<file path="src/rtl/dbg_match_pkg.sv">
package dbg_match_pkg;

  typedef enum logic [1:0] {
    WP_OFF = 2'b00,
    WP_RD  = 2'b01,
    WP_WR  = 2'b10,
    WP_RW  = 2'b11
  } wpKind_e;

  // Bank/operation strobes from control to datapath.
  typedef struct packed {
    logic bpLoad;
    logic bpClear;
    logic wpLoad;
    logic wpClear;
  } slotStrobe_t;

endpackage

</file>
<file path="src/rtl/dbg_match_ctrl.sv">
module dbg_match_ctrl
  import dbg_match_pkg::*;
#(
  parameter int NUM_SEL = 4,
  parameter int IDX_W   = 2
) (
  input  logic               clk,
  input  logic               rstN,
  input  logic               cfgWe,
  input  logic               cfgClr,
  input  logic               cfgBank,
  input  logic [IDX_W-1:0]   cfgIdx,
  input  logic               fetchValid,
  input  logic               memReq,
  input  logic               bpHitAny,
  input  logic               wpHitAny,
  output slotStrobe_t        strobe,
  output logic [NUM_SEL-1:0] slotSel,
  output logic               bkptReq,
  output logic               wchpReq,
  output logic               memGo
);

  always_comb begin
    strobe.bpLoad  = cfgWe && !cfgBank && !cfgClr;
    strobe.bpClear = cfgWe && !cfgBank &&  cfgClr;
    strobe.wpLoad  = cfgWe &&  cfgBank && !cfgClr;
    strobe.wpClear = cfgWe &&  cfgBank &&  cfgClr;
  end

  for (genvar i = 0; i < NUM_SEL; i++) begin : g_sel
    assign slotSel[i] = (cfgIdx == IDX_W'(i));
  end

  logic bpLive, wpLive;
  assign bpLive  = fetchValid && bpHitAny;
  assign wpLive  = memReq && wpHitAny;
  assign bkptReq = bpLive;
  assign wchpReq = wpLive && !bpLive;
  assign memGo   = memReq && !bpLive && !wpLive;

  AST_REQ_EXCLUSIVE: assert property (@(posedge clk) disable iff (!rstN)
    !(bkptReq && wchpReq));
  AST_WP_BLOCKS_ACCESS: assert property (@(posedge clk) disable iff (!rstN)
    wchpReq |-> !memGo);
  AST_BP_NEEDS_FETCH: assert property (@(posedge clk) disable iff (!rstN)
    bkptReq |-> fetchValid);
  AST_WP_NEEDS_REQ: assert property (@(posedge clk) disable iff (!rstN)
    wchpReq |-> memReq);
  AST_ONE_STROBE: assert property (@(posedge clk) disable iff (!rstN)
    $onehot0({strobe.bpLoad, strobe.bpClear, strobe.wpLoad, strobe.wpClear}));

endmodule

</file>
<file path="src/rtl/dbg_match_dpath.sv">
module dbg_match_dpath
  import dbg_match_pkg::*;
#(
  parameter int NUM_BP  = 4,
  parameter int NUM_WP  = 4,
  parameter int ADDR_W  = 32,
  parameter int NUM_SEL = 4
) (
  input  logic               clk,
  input  logic               rstN,
  input  slotStrobe_t        strobe,
  input  logic [NUM_SEL-1:0] slotSel,
  input  logic [1:0]         cfgKind,
  input  logic [ADDR_W-1:0]  cfgAddr,
  input  logic [ADDR_W-1:0]  fetchPc,
  input  logic               memWe,
  input  logic [ADDR_W-1:0]  memAddr,
  input  logic [3:0]         memBe,
  output logic               bpHitAny,
  output logic               wpHitAny
);

  localparam int WORD_HI = ADDR_W - 1;

  logic [NUM_BP-1:0] bpHit;
  logic [NUM_WP-1:0] wpHit;

  for (genvar i = 0; i < NUM_BP; i++) begin : g_bp
    logic              bpArm;
    logic [ADDR_W-1:0] bpAddr;

    always_ff @(posedge clk) begin
      if (!rstN) begin
        bpArm  <= 1'b0;
        bpAddr <= '0;
      end else if (slotSel[i] && strobe.bpLoad) begin
        bpArm  <= 1'b1;
        bpAddr <= cfgAddr;
      end else if (slotSel[i] && strobe.bpClear) begin
        bpArm  <= 1'b0;
      end
    end

    assign bpHit[i] = bpArm && (fetchPc == bpAddr);

    AST_BP_CLEAR_QUIET: assert property (@(posedge clk) disable iff (!rstN)
      (strobe.bpClear && slotSel[i]) |=> !bpHit[i]);
  end

  for (genvar i = 0; i < NUM_WP; i++) begin : g_wp
    wpKind_e           wpKind;
    logic [ADDR_W-1:0] wpAddr;
    logic              dirOk;
    logic              wordOk;

    always_ff @(posedge clk) begin
      if (!rstN) begin
        wpKind <= WP_OFF;
        wpAddr <= '0;
      end else if (slotSel[i] && strobe.wpLoad) begin
        wpKind <= wpKind_e'(cfgKind);
        wpAddr <= cfgAddr;
      end else if (slotSel[i] && strobe.wpClear) begin
        wpKind <= WP_OFF;
      end
    end

    assign dirOk    = memWe ? wpKind[1] : wpKind[0];
    assign wordOk   = (memAddr[WORD_HI:2] == wpAddr[WORD_HI:2]);
    assign wpHit[i] = dirOk && wordOk && memBe[wpAddr[1:0]];

    AST_OFF_NEVER_HITS: assert property (@(posedge clk) disable iff (!rstN)
      (wpKind == WP_OFF) |-> !wpHit[i]);
    AST_WP_CLEAR_QUIET: assert property (@(posedge clk) disable iff (!rstN)
      (strobe.wpClear && slotSel[i]) |=> !wpHit[i]);
  end

  assign bpHitAny = |bpHit;
  assign wpHitAny = |wpHit;

endmodule

</file>
<file path="src/rtl/dbg_match_unit.sv">
module dbg_match_unit
  import dbg_match_pkg::*;
#(
  parameter int NUM_BP  = 4,
  parameter int NUM_WP  = 4,
  parameter int ADDR_W  = 32,
  localparam int NUM_SEL = (NUM_BP > NUM_WP) ? NUM_BP : NUM_WP,
  localparam int IDX_W   = (NUM_SEL > 1) ? $clog2(NUM_SEL) : 1
) (
  input  logic              clk,
  input  logic              rstN,
  input  logic              cfgWe,
  input  logic              cfgClr,
  input  logic              cfgBank,
  input  logic [IDX_W-1:0]  cfgIdx,
  input  logic [1:0]        cfgKind,
  input  logic [ADDR_W-1:0] cfgAddr,
  input  logic              fetchValid,
  input  logic [ADDR_W-1:0] fetchPc,
  input  logic              memReq,
  input  logic              memWe,
  input  logic [ADDR_W-1:0] memAddr,
  input  logic [3:0]        memBe,
  output logic              bkptReq,
  output logic              wchpReq,
  output logic              memGo
);

  slotStrobe_t        strobe;
  logic [NUM_SEL-1:0] slotSel;
  logic               bpHitAny, wpHitAny;

  dbg_match_ctrl #(.NUM_SEL(NUM_SEL), .IDX_W(IDX_W)) u_ctrl (
    .clk(clk), .rstN(rstN),
    .cfgWe(cfgWe), .cfgClr(cfgClr), .cfgBank(cfgBank), .cfgIdx(cfgIdx),
    .fetchValid(fetchValid), .memReq(memReq),
    .bpHitAny(bpHitAny), .wpHitAny(wpHitAny),
    .strobe(strobe), .slotSel(slotSel),
    .bkptReq(bkptReq), .wchpReq(wchpReq), .memGo(memGo)
  );

  dbg_match_dpath #(.NUM_BP(NUM_BP), .NUM_WP(NUM_WP), .ADDR_W(ADDR_W),
                    .NUM_SEL(NUM_SEL)) u_dpath (
    .clk(clk), .rstN(rstN),
    .strobe(strobe), .slotSel(slotSel),
    .cfgKind(cfgKind), .cfgAddr(cfgAddr),
    .fetchPc(fetchPc), .memWe(memWe), .memAddr(memAddr), .memBe(memBe),
    .bpHitAny(bpHitAny), .wpHitAny(wpHitAny)
  );

endmodule

</file>
<file path="config.mk">
export PLATFORM = sky130hd
export DESIGN_NAME = dbg_match_unit
export DESIGN_NICKNAME = d
export VERILOG_FILES = /design/src/rtl/dbg_match_pkg.sv /design/src/rtl/dbg_match_ctrl.sv /design/src/rtl/dbg_match_dpath.sv /design/src/rtl/dbg_match_unit.sv
export SDC_FILE = /design/constraint.sdc
export NUM_CORES = 1
export LEC_CHECK = 0
export ABC_AREA = 1
export BUFFER_PORTS_ARGS = -buffer_cell sky130_fd_sc_hd__buf_2
export CAP_MARGIN = 20
export CELL_PAD_IN_SITES_DETAIL_PLACEMENT = 0
export CELL_PAD_IN_SITES_GLOBAL_PLACEMENT = 1
export CORE_UTILIZATION = 43
export DETAILED_ROUTE_END_ITERATION = 7
export GPL_ROUTABILITY_DRIVEN = 0
export PLACE_DENSITY = 0.8
export RECOVER_POWER = 50
export SLEW_MARGIN = 25
export SYNTH_ARGS = -nofsm -noshare
export SYNTH_HDL_FRONTEND = slang
export SYNTH_SLANG_ARGS = --single-unit
export TNS_END_PERCENT = 1
</file>
<file path="constraint.sdc">
create_clock -name clk -period 1.9 [get_ports clk]
set_input_delay 0.38 -clock clk [delete_from_list [all_inputs] [get_ports clk]]
set_output_delay 0.38 -clock clk [all_outputs]
set_load 0.005 [all_outputs]
</file>
==> results of run 1 <==
[worst max-delay path, stage by stage (launching register included)]
cell and delay (ns):
dfxtp_2 0.33, inv_1 0.04, o21ai_2 0.14, buf_6 0.13, nand2_2 0.06, nor3_2 0.16, nand2_1 0.07, nor2_1 0.08
buf_4 0.13, nand4_1 0.09, nand2_1 0.09, nor2_1 0.06, nor2_1 0.11, buf_2 0.12
[registers in the layout (all words and copies together) (netlist names)]
signal,cells
u_dpath.g_bp.bpArm,4
u_dpath.g_wp.wpAddr,128
u_dpath.g_wp.wpKind,8
u_dpath.g_bp.bpAddr,128
[layout by cell type, fill, tap and decap left out, drive strengths merged]
master | Yosys | routed
nand2 | 315 | 315
clkinv | 0 | 9
o211ai | 7 | 7
nand3 | 29 | 29
xnor2 | 99 | 99
nor3b | 1 | 1
nand3b | 4 | 4
o22ai | 5 | 5
buf | 28 | 251
o21ai | 290 | 290
a21oi | 88 | 88
xor2 | 34 | 34
dfxtp | 268 | 268
or2 | 14 | 14
clkbuf | 90 | 66
nand4 | 21 | 21
clkinvlp | 0 | 1
nor3 | 8 | 8
inv | 136 | 132
nor2 | 494 | 494
bufinv | 0 | 1
[Yosys cell counts]
| cell | instances | share of area, % |
|---|---|---|
| buf_1 | 6 | 0.17 |
| inv_2 | 9 | 0.26 |
| nand2_1 | 315 | 9.1 |
| xor2_1 | 34 | 2.3 |
| o21ai_0 | 281 | 11 |
| clkbuf_2 | 8 | 0.31 |
| nand3b_1 | 4 | 0.23 |
| a21oi_1 | 88 | 3.4 |
| buf_2 | 19 | 0.73 |
| inv_1 | 127 | 3.7 |
| o22ai_1 | 5 | 0.24 |
| nor3b_1 | 1 | 0.058 |
| o211ai_1 | 7 | 0.40 |
| o21ai_1 | 9 | 0.35 |
| nand3_1 | 29 | 1.1 |
| dfxtp_1 | 268 | 41 |
| nor3_1 | 8 | 0.31 |
| xnor2_1 | 99 | 6.6 |
| nor2_1 | 485 | 14 |
| or2_0 | 1 | 0.048 |
| clkbuf_1 | 82 | 2.4 |
| nand4_1 | 21 | 1.0 |
| nor2_2 | 4 | 0.19 |
| nor2_4 | 5 | 0.43 |
| buf_6 | 3 | 0.26 |
| or2_2 | 13 | 0.62 |
[cells by family (layout without fill, tap and decap cells)]
family	count (synthesis)	after routing	synth area share (%)
compound gates	390	390	15.1
xor+xnor	133	133	8.93
buf+inv	254	460	7.74
flops	268	268	41.1
simple gates	886	886	27.0
[through the flow]
step / TNS [ns] / hold WS, ns
after floorplan: 0 / 0.442
after global placement: -1.22 / 0.451
after detailed placement: -1.15 / 0.456
after CTS: -1.95 / 0.0642
after global routing: -3.17 / 0.0853
final: -1.94 / 0.0846
[per-layer routing]
metal	vias up	global-route usage, %
met3	81	3.19
met2	373	52.7
met1	6085	38.2
li1	6448	-
met4	0	9.53
met5	-	0
[power by group through the flow]
stage	logic, mW	clock network, mW	registers (mW)
finish	1.43	6.02	5.82
detailed placement	1.42	0	5.94
global route	1.55	6.34	5.83
global placement	1.41	0	5.94
floorplan	0.728	0	5.92
CTS	1.43	6.10	5.82
[what timing repair did]
action | 4_1_cts | 5_1_grt
gates resized for setup | 15 | 9
buffers inserted | 0 | 0
pin swaps | 3 | 5
setup endpoints to repair | 3 | 3
[how the worst min path moves through the flow]
stage,start,endpoint,slack (ns),cells after the start
2_1_floorplan,u_dpath.g_wp[3].wpKind[0]$_SDFFE_PN0P_,u_dpath.g_wp[3].wpKind[0]$_SDFFE_PN0P_,0.44,2
3_3_place_gp,u_dpath.g_bp[0].bpAddr[27]$_SDFFE_PN0P_,u_dpath.g_bp[0].bpAddr[27]$_SDFFE_PN0P_,0.45,2
3_5_place_dp,u_dpath.g_wp[0].wpKind[0]$_SDFFE_PN0P_,u_dpath.g_wp[0].wpKind[0]$_SDFFE_PN0P_,0.46,2
4_1_cts,cfgKind[0],u_dpath.g_wp[2].wpKind[0]$_SDFFE_PN0P_,0.06,3
5_1_grt,cfgKind[0],u_dpath.g_wp[2].wpKind[0]$_SDFFE_PN0P_,0.09,3
6_report,cfgKind[0],u_dpath.g_wp[2].wpKind[0]$_SDFFE_PN0P_,0.08,3
[area by class of cell]
class / instances / area, um2
clock buffer: 51 / 961
timing repair buffer: 266 / 1790
inverter: 136 / 510
tap: 390 / 488
fill: 2966 / 13800
clock inverter: 7 / 70.1
sequential: 268 / 5370
multi-input combinational: 1409 / 6690
==> impl_metrics.toml, run 1 <==
[logic_synthesis]
ys_seq_area_share_pct = 41.1
syn_nets = 2043
syn-instance-count = 1931
synth_area_per_cell_um2 = 6.75
ys_types = 26
yosys_warnings = 0
ys_ff_latch = 268
synth_area_um2 = 13000

[global_route]
grt_first_pass_wirelength_um = 70800
grt_util_all_layers_pct = 30.0
antenna_found_initial = 0
grt_pass1_vias = 12094
gr-total-overflow = 0
grt_max_degree = 49

[detailed_routing]
routed_wl_um = 46500
drc = 0
route.met3.wl_um = 2140
num_vias = 12987
vias_per_cell = 5.14
first_iter_violations = 1096
dr.max_layer_used = "met4"
wl_per_cell_um = 18.4
postRouteAntennaNets = 0
wl_met1_um = 20100
dr_wl_met2_um = 22700
dr.pass1.iters = 8

[floorplan]
rows = 63
fp.dieArea_um2 = 31000
start_util_pct = 43.9
die_width_um = 176
ios = 115
die_height_um = 176
coreArea_um2 = 29700

[timing]
fmax_ghz = 0.389
period_share_pct = 135
setup_viol = 3
post-route-min-period_ns = 2.57
relSlewSlack_pct = 24.8
setup_ws_ns = -0.671
hold_viol = 0
skew_ns = 0
worst_pin_slew_ns = 1.13
slew_viol_final = 0
rsz0062_at_grt = "yes"

[clocking]
clock_sinks = 268
clk_pin_slew_ns = 0.06
cts_buffer_depth = 3
ctsHoldBuffers = 0
cts_buffers = 31
clk_latency_ns = 0.56
cts_root_buffer = "clkbuf_16"
htreeDepth = 1
cts_tree = "done"

[placement]
place_hpwl_um = 33500
pre_cts_slack_ns = -0.429
place_area_um2 = 14900
dp_cells = 2469
io_buffers = 112

[power_and_ir_drop]
max-vdd-ir-drop_v = 0.000752
power-per-cell-area_nw_per_um2 = 836
pwr-share-clk_pct = 45.4
p_leak_nw = 7.06
intPower_mw = 9.85
pwr-share-seq_pct = 43.9
p_switching_mw = 3.42
power_mw = 13.3
pwr-share-comb_pct = 10.8
power_switching_share_pct = 25.7

[status]
status = "finished with violations"
failed_checks = "setup timing"

[critical_path]
crit_start = "u_dpath.g_wp[2].wpKind[0]$_SDFFE_PN0P_"
critPathLaunchType = "register"
timing.rr.end = "u_dpath.g_bp[0].bpArm$_SDFFE_PN0P_"
cp.required_ns = 1.52
cp_data_arrival_time_ns = 2.19
r2r_setup_slack_ns = 1.12
cp-end-kind = "primary output"
endpoint = "wchpReq"
reg2reg_from = "u_dpath.g_bp[0].bpArm$_SDFFE_PN0P_"
path_max_fanout = 2
r2r_cells = 3
path_class = "reg -> out"

[final_layout]
final_layout_size_suffix_gt1_share_pct = 16.1
diodes = 0
finalNonFillerCells = 2527
synthToLayoutAreaGrowth_pct = 21.7
final_cell_area_um2 = 15900
nNetsFinal = 2224
utilization_pct = 53.4

[flow_run]
cap_violations = 0

[hold_path]
hold_path.class = "in -> reg"
(Power assumes the default switching activity.)
==> inputs of run 2 (changes only) <==
--- a/config.mk
+++ b/config.mk
@@ -6,12 +6,12 @@
 export NUM_CORES = 1
 export LEC_CHECK = 0
 export ABC_AREA = 1
-export BUFFER_PORTS_ARGS = -buffer_cell sky130_fd_sc_hd__buf_2
 export CAP_MARGIN = 20
 export CELL_PAD_IN_SITES_DETAIL_PLACEMENT = 0
 export CELL_PAD_IN_SITES_GLOBAL_PLACEMENT = 1
-export CORE_UTILIZATION = 43
+export CORE_UTILIZATION = 46
 export DETAILED_ROUTE_END_ITERATION = 7
+export DONT_BUFFER_PORTS = 1
 export GPL_ROUTABILITY_DRIVEN = 0
 export PLACE_DENSITY = 0.8
 export RECOVER_POWER = 50
==> run 2 against run 1 <==
Net effect: the run ends with capacitance limit, slew limit, setup timing left; utilization is 5.2 points higher; die area is 6.4% lower; count of clock-buffer cells in the layout down 10; register-to-register slack got worse by 0.51 ns; global-route usage up 4.6 points; critical path type unchanged; critical endpoint is now bkptReq; largest power group unchanged.
==> impl_metrics.toml, run 2 (same netlist as run 1, synthesis figures left out) <==
[global_route]
grt_pass1_vias = 12615
antenna_found_initial = 3
grt_first_pass_wirelength_um = 75100
gr-total-overflow = 0
grt_max_degree = 141
grt_util_all_layers_pct = 34.6

[detailed_routing]
routed_wl_um = 49800
num_vias = 13079
vias_per_cell = 5.26
drc = 0
postRouteAntennaNets = 0
dr.max_layer_used = "met4"
dr.pass1.iters = 6
first_iter_violations = 1266
wl_met1_um = 20100
route.met3.wl_um = 4100
wl_per_cell_um = 20.1
dr_wl_met2_um = 23500

[final_layout]
fillers = 2646
layout_common_cells = "478 x nor2_1, 307 x nand2_1, 278 x o21ai_0"
nNetsFinal = 2192
final_layout_size_suffix_gt1_share_pct = 7.89
synthToLayoutAreaGrowth_pct = 25.2
final_common_cell = "nor2_1"
utilization_pct = 58.6
top_regs = "u_dpath.g_bp.bpAddr x128, u_dpath.g_wp.wpAddr x128, u_dpath.g_wp.wpKind x8"

[critical_path]
r2r_setup_slack_ns = 0.61
reg2reg_from = "u_dpath.g_wp[2].wpAddr[23]$_SDFFE_PN0P_"
path_max_fanout = 2
crit_start = "u_dpath.g_bp[0].bpAddr[5]$_SDFFE_PN0P_"
endpoint = "bkptReq"
timing.rr.end = "u_dpath.g_wp[2].wpAddr[23]$_SDFFE_PN0P_"
cpMostUsedCell = "nor2_1"
cp.required_ns = 1.52
slowest_stage = "dfxtp_2"
cp_data_arrival_time_ns = 2.10
path_class = "reg -> out"
r2r_cells = 3
cpPeakStageDelay_ns = 0.34
cp_cell_sequence = "inv_2, nand2_1, o21ai_1, nor2_1, nand2_1, nor2_1, nand3_1, nor2_1, nor2_1, nand2_1, nand2_2, buf_6, inv_2"
cp-end-kind = "primary output"
critPathLaunchType = "register"

[clocking]
cts_root_buffer = "clkbuf_16"
htreeDepth = 1
cts_buffer_depth = 3
cts_tree = "done"
postCtsSetupRepairBufs = 0
cts_buffers = 31
clock_sinks = 268
clk_pin_slew_ns = 0.06
clk_latency_ns = 0.56

[floorplan]
start_util_pct = 46.8
die_width_um = 170
die_height_um = 170
ios = 115
fp.dieArea_um2 = 29000
coreArea_um2 = 27900
rows = 61

[power_and_ir_drop]
power-per-cell-area_nw_per_um2 = 803
max-vdd-ir-drop_v = 0.000591
p_leak_nw = 6.69

[flow_run]
cap_violations = 1

[hold_path]
hold_path.class = "in -> reg"

[timing]
setup_viol = 11
fmax_ghz = 0.403
worst_pin_slew_ns = 1.65
setup_ws_ns = -0.584
hold_viol = 0
relSlewSlack_pct = -10.2
post-route-min-period_ns = 2.48
rsz0062_at_grt = "yes"
period_share_pct = 131
slew_viol_final = 49
skew_ns = 0

[status]
status = "finished with violations"
failed_checks = "capacitance limit, slew limit, setup timing"

[placement]
pre_cts_slack_ns = -0.178
place_hpwl_um = 30800
io_buffers = 0
## run 2: cell types whose count changed in the layout (fill, tap and decap cells not counted), sizes merged
cell	before	now
dlygate4sd3	0	173
inv	132	136
clkinvlp	1	3
bufinv	1	3
clkbuf	66	48
diode	0	2
clkinv	9	11
buf	251	54
## run 2: worst min path at each step
stage,from,endpoint,slack [ns],cells after the start
global placement,u_dpath.g_wp[3].wpKind[0]$_SDFFE_PN0P_,u_dpath.g_wp[3].wpKind[0]$_SDFFE_PN0P_,0.45,2
detailed placement,u_dpath.g_bp[2].bpAddr[31]$_SDFFE_PN0P_,u_dpath.g_bp[2].bpAddr[31]$_SDFFE_PN0P_,0.45,2
floorplan,u_dpath.g_wp[3].wpKind[0]$_SDFFE_PN0P_,u_dpath.g_wp[3].wpKind[0]$_SDFFE_PN0P_,0.44,2
finish,cfgAddr[19],u_dpath.g_bp[1].bpAddr[19]$_SDFFE_PN0P_,0.01,2
global route,cfgAddr[31],u_dpath.g_bp[2].bpAddr[31]$_SDFFE_PN0P_,0.01,2
CTS,cfgAddr[19],u_dpath.g_bp[1].bpAddr[19]$_SDFFE_PN0P_,0.0002,2
## run 2: power by group
part | internal [mW] | switching [mW]
Sequential | 5.74 | 0.0785
Combinational | 0.501 | 0.664
Clock | 3.61 | 2.53
Total | 9.85 | 3.27
## run 2: final cells by class
cell class | count | area [um2] | area share [%]
Sequential cell | 268 | 5380 | 32.9
Tap cell | 378 | 473 | 2.90
Timing Repair Buffer | 234 | 2200 | 13.5
Clock inverter | 17 | 181 | 1.11
Multi-Input combinational cell | 1409 | 6730 | 41.2
Antenna cell | 2 | 5.00 | 0.0306
Inverter | 136 | 510 | 3.13
Clock buffer | 41 | 863 | 5.29
## run 2: what timing repair did
item | 4_1_cts | 5_1_grt
hold endpoints to repair | 264 | 0
hold buffers | 174 | 0
cloned | 0 | 0
setup endpoints to repair | 3 | 3
gates resized for setup | 23 | 22
pin swaps | 8 | 13
## run 2: worst max-delay path: cells and delay by family, from the launching register on
family,cells,cell delay [ns]
buffers and inverters,3,0.22
and+or+nand+nor,9,0.92
DFF,1,0.34
AOI/OAI and AO/OA,1,0.05
## run 2: stage by stage
stage               cells  power, mW  hold slack [ns]  cell area (um2)  setup TNS, ns
floorplan            1931       6.65            0.442            13000              0
global placement     2251       6.77            0.451            13500         -0.577
detailed placement   2251       6.78            0.454            13500         -0.502
CTS                  2483       13.2         0.000158            16300          -1.72
global route         2483       13.5           0.0102            16300          -6.50
finish               2485       13.1           0.0111            16300          -1.92
## run 2: per-layer routing
| metal | track usage [%] | up-vias |
|---|---|---|
| li1 | - | 6390 |
| met1 | 43.2 | 6051 |
| met2 | 58.7 | 517 |
| met3 | 6.37 | 121 |
| met4 | 13.6 | 0 |
| met5 | 0 | - |
==> inputs of run 3 (changes only) <==
--- a/config.mk
+++ b/config.mk
@@ -13,6 +13,7 @@
 export DETAILED_ROUTE_END_ITERATION = 7
 export DONT_BUFFER_PORTS = 1
 export GPL_ROUTABILITY_DRIVEN = 0
+export GPL_TIMING_DRIVEN = 0
 export PLACE_DENSITY = 0.8
 export RECOVER_POWER = 50
 export SLEW_MARGIN = 25
==> run 3 against run 2 <==
Net effect: the run ends with setup timing left; die area stayed put; via count decreased by 1.5%; utilization fell by 5.5 points; cell count fell by 4.3%; critical path depth shrank 3; largest cell class unchanged; highest routed layer unchanged; clock power shrank 2%; critical endpoint is now wchpReq; largest power group unchanged; global-route usage is 1.4 points higher; worst setup slack lost 0.023 ns; count of clock-buffer cells in the layout grew 2; clock skew did not move; critical path type unchanged.
==> impl_metrics.toml, run 3 (same netlist as run 1, synthesis figures left out) <==
[timing]
worst_pin_slew_ns = 1.02
setup_ws_ns = -0.608
fmax_ghz = 0.399
hold_viol = 0
post-route-min-period_ns = 2.51
setup_viol = 3
relSlewSlack_pct = 31.9
slew_viol_final = 0
rsz0062_at_grt = "yes"
whs_ns = 0.00755
skew_ns = 0
period_share_pct = 132

[critical_path]
r2r_cells = 2
critPathLaunchType = "register"
reg2reg_from = "u_dpath.g_bp[3].bpArm$_SDFFE_PN0P_"
cp_data_arrival_time_ns = 2.13
timing.rr.end = "u_dpath.g_bp[3].bpArm$_SDFFE_PN0P_"
cp-end-kind = "primary output"
path_class = "reg -> out"
endpoint = "wchpReq"
cp.required_ns = 1.52
r2r_setup_slack_ns = 1.16
path_max_fanout = 3
crit_start = "u_dpath.g_bp[3].bpAddr[13]$_SDFFE_PN0P_"

[clocking]
postCtsSetupRepairBufs = 0
cts_tree = "done"
cts_root_buffer = "clkbuf_16"
clock_sinks = 268
cts_buffer_depth = 3
clk_latency_ns = 0.56
cts_buffers = 30
htreeDepth = 1
clk_pin_slew_ns = 0.07

[detailed_routing]
wl_per_cell_um = 21.8
vias_per_cell = 5.41
postRouteAntennaNets = 0
num_vias = 12882
routed_wl_um = 51900
dr.pass1.iters = 5
first_iter_violations = 1023
drc = 0

[flow_run]
cap_violations = 0

[placement]
io_buffers = 0
place_hpwl_um = 37900

[final_layout]
synthToLayoutAreaGrowth_pct = 13.5
diodes = 0
fillers = 2897
final_common_cell = "nor2_1"
nNetsFinal = 2091
seqCellArea_um2 = 5370
utilization_pct = 53.2
final_layout_size_suffix_gt1_share_pct = 6.75
layout_common_cells = "469 x nor2_1, 308 x nand2_1, 275 x o21ai_0"
multiInputGateArea_um2 = 6820
top_regs = "u_dpath.g_bp.bpAddr x128, u_dpath.g_wp.wpAddr x128, u_dpath.g_wp.wpKind x8"

[floorplan]
start_util_pct = 46.8
die_height_um = 170
fp.dieArea_um2 = 29000
rows = 61
ios = 115
coreArea_um2 = 27900
die_width_um = 170

[status]
status = "finished with violations"
failed_checks = "setup timing"

[global_route]
grt_first_pass_wirelength_um = 76000
grt_util_all_layers_pct = 36.0
antenna_found_initial = 2
use_met3_pct = 4.47
grtUsageMet2_pct = 62.6
use_met1_pct = 43.3
grt_busiest_layer = "met2"
gr-total-overflow = 0
grt_max_degree = 15
grt_pass1_vias = 12204

[power_and_ir_drop]
pwr-share-comb_pct = 9.2
intPower_mw = 9.63
p_switching_mw = 3.40
power-per-cell-area_nw_per_um2 = 880
pwr-share-seq_pct = 44.7
power_switching_share_pct = 26.1
max-vdd-ir-drop_v = 0.000652
p_leak_nw = 6.14
pwr-share-clk_pct = 46.1

[hold_path]
hold_path.class = "in -> reg"
hold_start = "cfgAddr[7]"
## run 3: what timing repair did
| action | CTS | global route |
|---|---|---|
| gates resized for setup | 42 | 19 |
| hold buffers | 16 | 0 |
| pin swaps | 14 | 9 |
| endpoints found under the setup margin | 3 | 3 |
| hold endpoints to repair | 76 | 0 |
## run 3: critical path, stage by stage (launching register included)
cell and delay [ns]:
dfxtp_1 0.34, or2_2 0.30, nand4_1 0.18, nor2_1 0.07, nand3_1 0.08, nor2_2 0.05
nor2_2 0.14, nand2_2 0.10, nand2_2 0.09, nand2_4 0.10, nor2_4 0.12
## run 3: power by group through the flow
| stage | sequential, mW | combinational (mW) | clock [mW] |
|---|---|---|---|
| floorplan | 5.92 | 0.728 | 0 |
| global placement | 5.94 | 1.09 | 0 |
| detailed placement | 5.94 | 1.10 | 0 |
| CTS | 5.82 | 1.19 | 6.02 |
| global route | 5.83 | 1.30 | 6.24 |
| finish | 5.82 | 1.20 | 6.00 |
## run 3: worst min-delay path by stage
stage	end	slack [ns]	depth (start not counted)
2_1_floorplan	u_dpath.g_wp[3].wpKind[0]$_SDFFE_PN0P_	0.44	2
3_3_place_gp	u_dpath.g_wp[3].wpKind[0]$_SDFFE_PN0P_	0.45	2
3_5_place_dp	u_dpath.g_wp[3].wpKind[0]$_SDFFE_PN0P_	0.45	2
4_1_cts	u_dpath.g_bp[0].bpAddr[2]$_SDFFE_PN0P_	0.007	2
5_1_grt	u_dpath.g_bp[2].bpAddr[8]$_SDFFE_PN0P_	0.005	2
6_report	u_dpath.g_bp[0].bpAddr[7]$_SDFFE_PN0P_	0.008	2
## run 3: metrics by stage
stage | cell area (um2) | power, mW | setup WS (ns) | instances | TNS [ns]
after floorplan | 13000 | 6.65 | 0.160 | 1931 | 0
after global placement | 13500 | 7.03 | -0.610 | 2309 | -2.74
after detailed placement | 13500 | 7.04 | -0.620 | 2309 | -3.04
after CTS | 14800 | 13.0 | -0.584 | 2379 | -1.64
after global routing | 14800 | 13.4 | -0.671 | 2379 | -1.87
final | 14800 | 13.0 | -0.608 | 2379 | -1.69
## run 3: layer usage
layer	share of wire, %	vias up
met4	5.6	0
met2	48	481
met5	0	-
met3	5.8	132
met1	41	6086
li1	-	6183
## run 3: layout make-up
class                   instances  share of cell area [%]
multi-input cells            1409                    46.1
plain buffers                 118                    3.19
clock inverters                11                   0.727
flip-flops and latches        268                    36.3
well taps                     378                    3.19
repair buffers                 16                    1.08
clock buffers                  43                    6.02
inverters                     136                    3.45
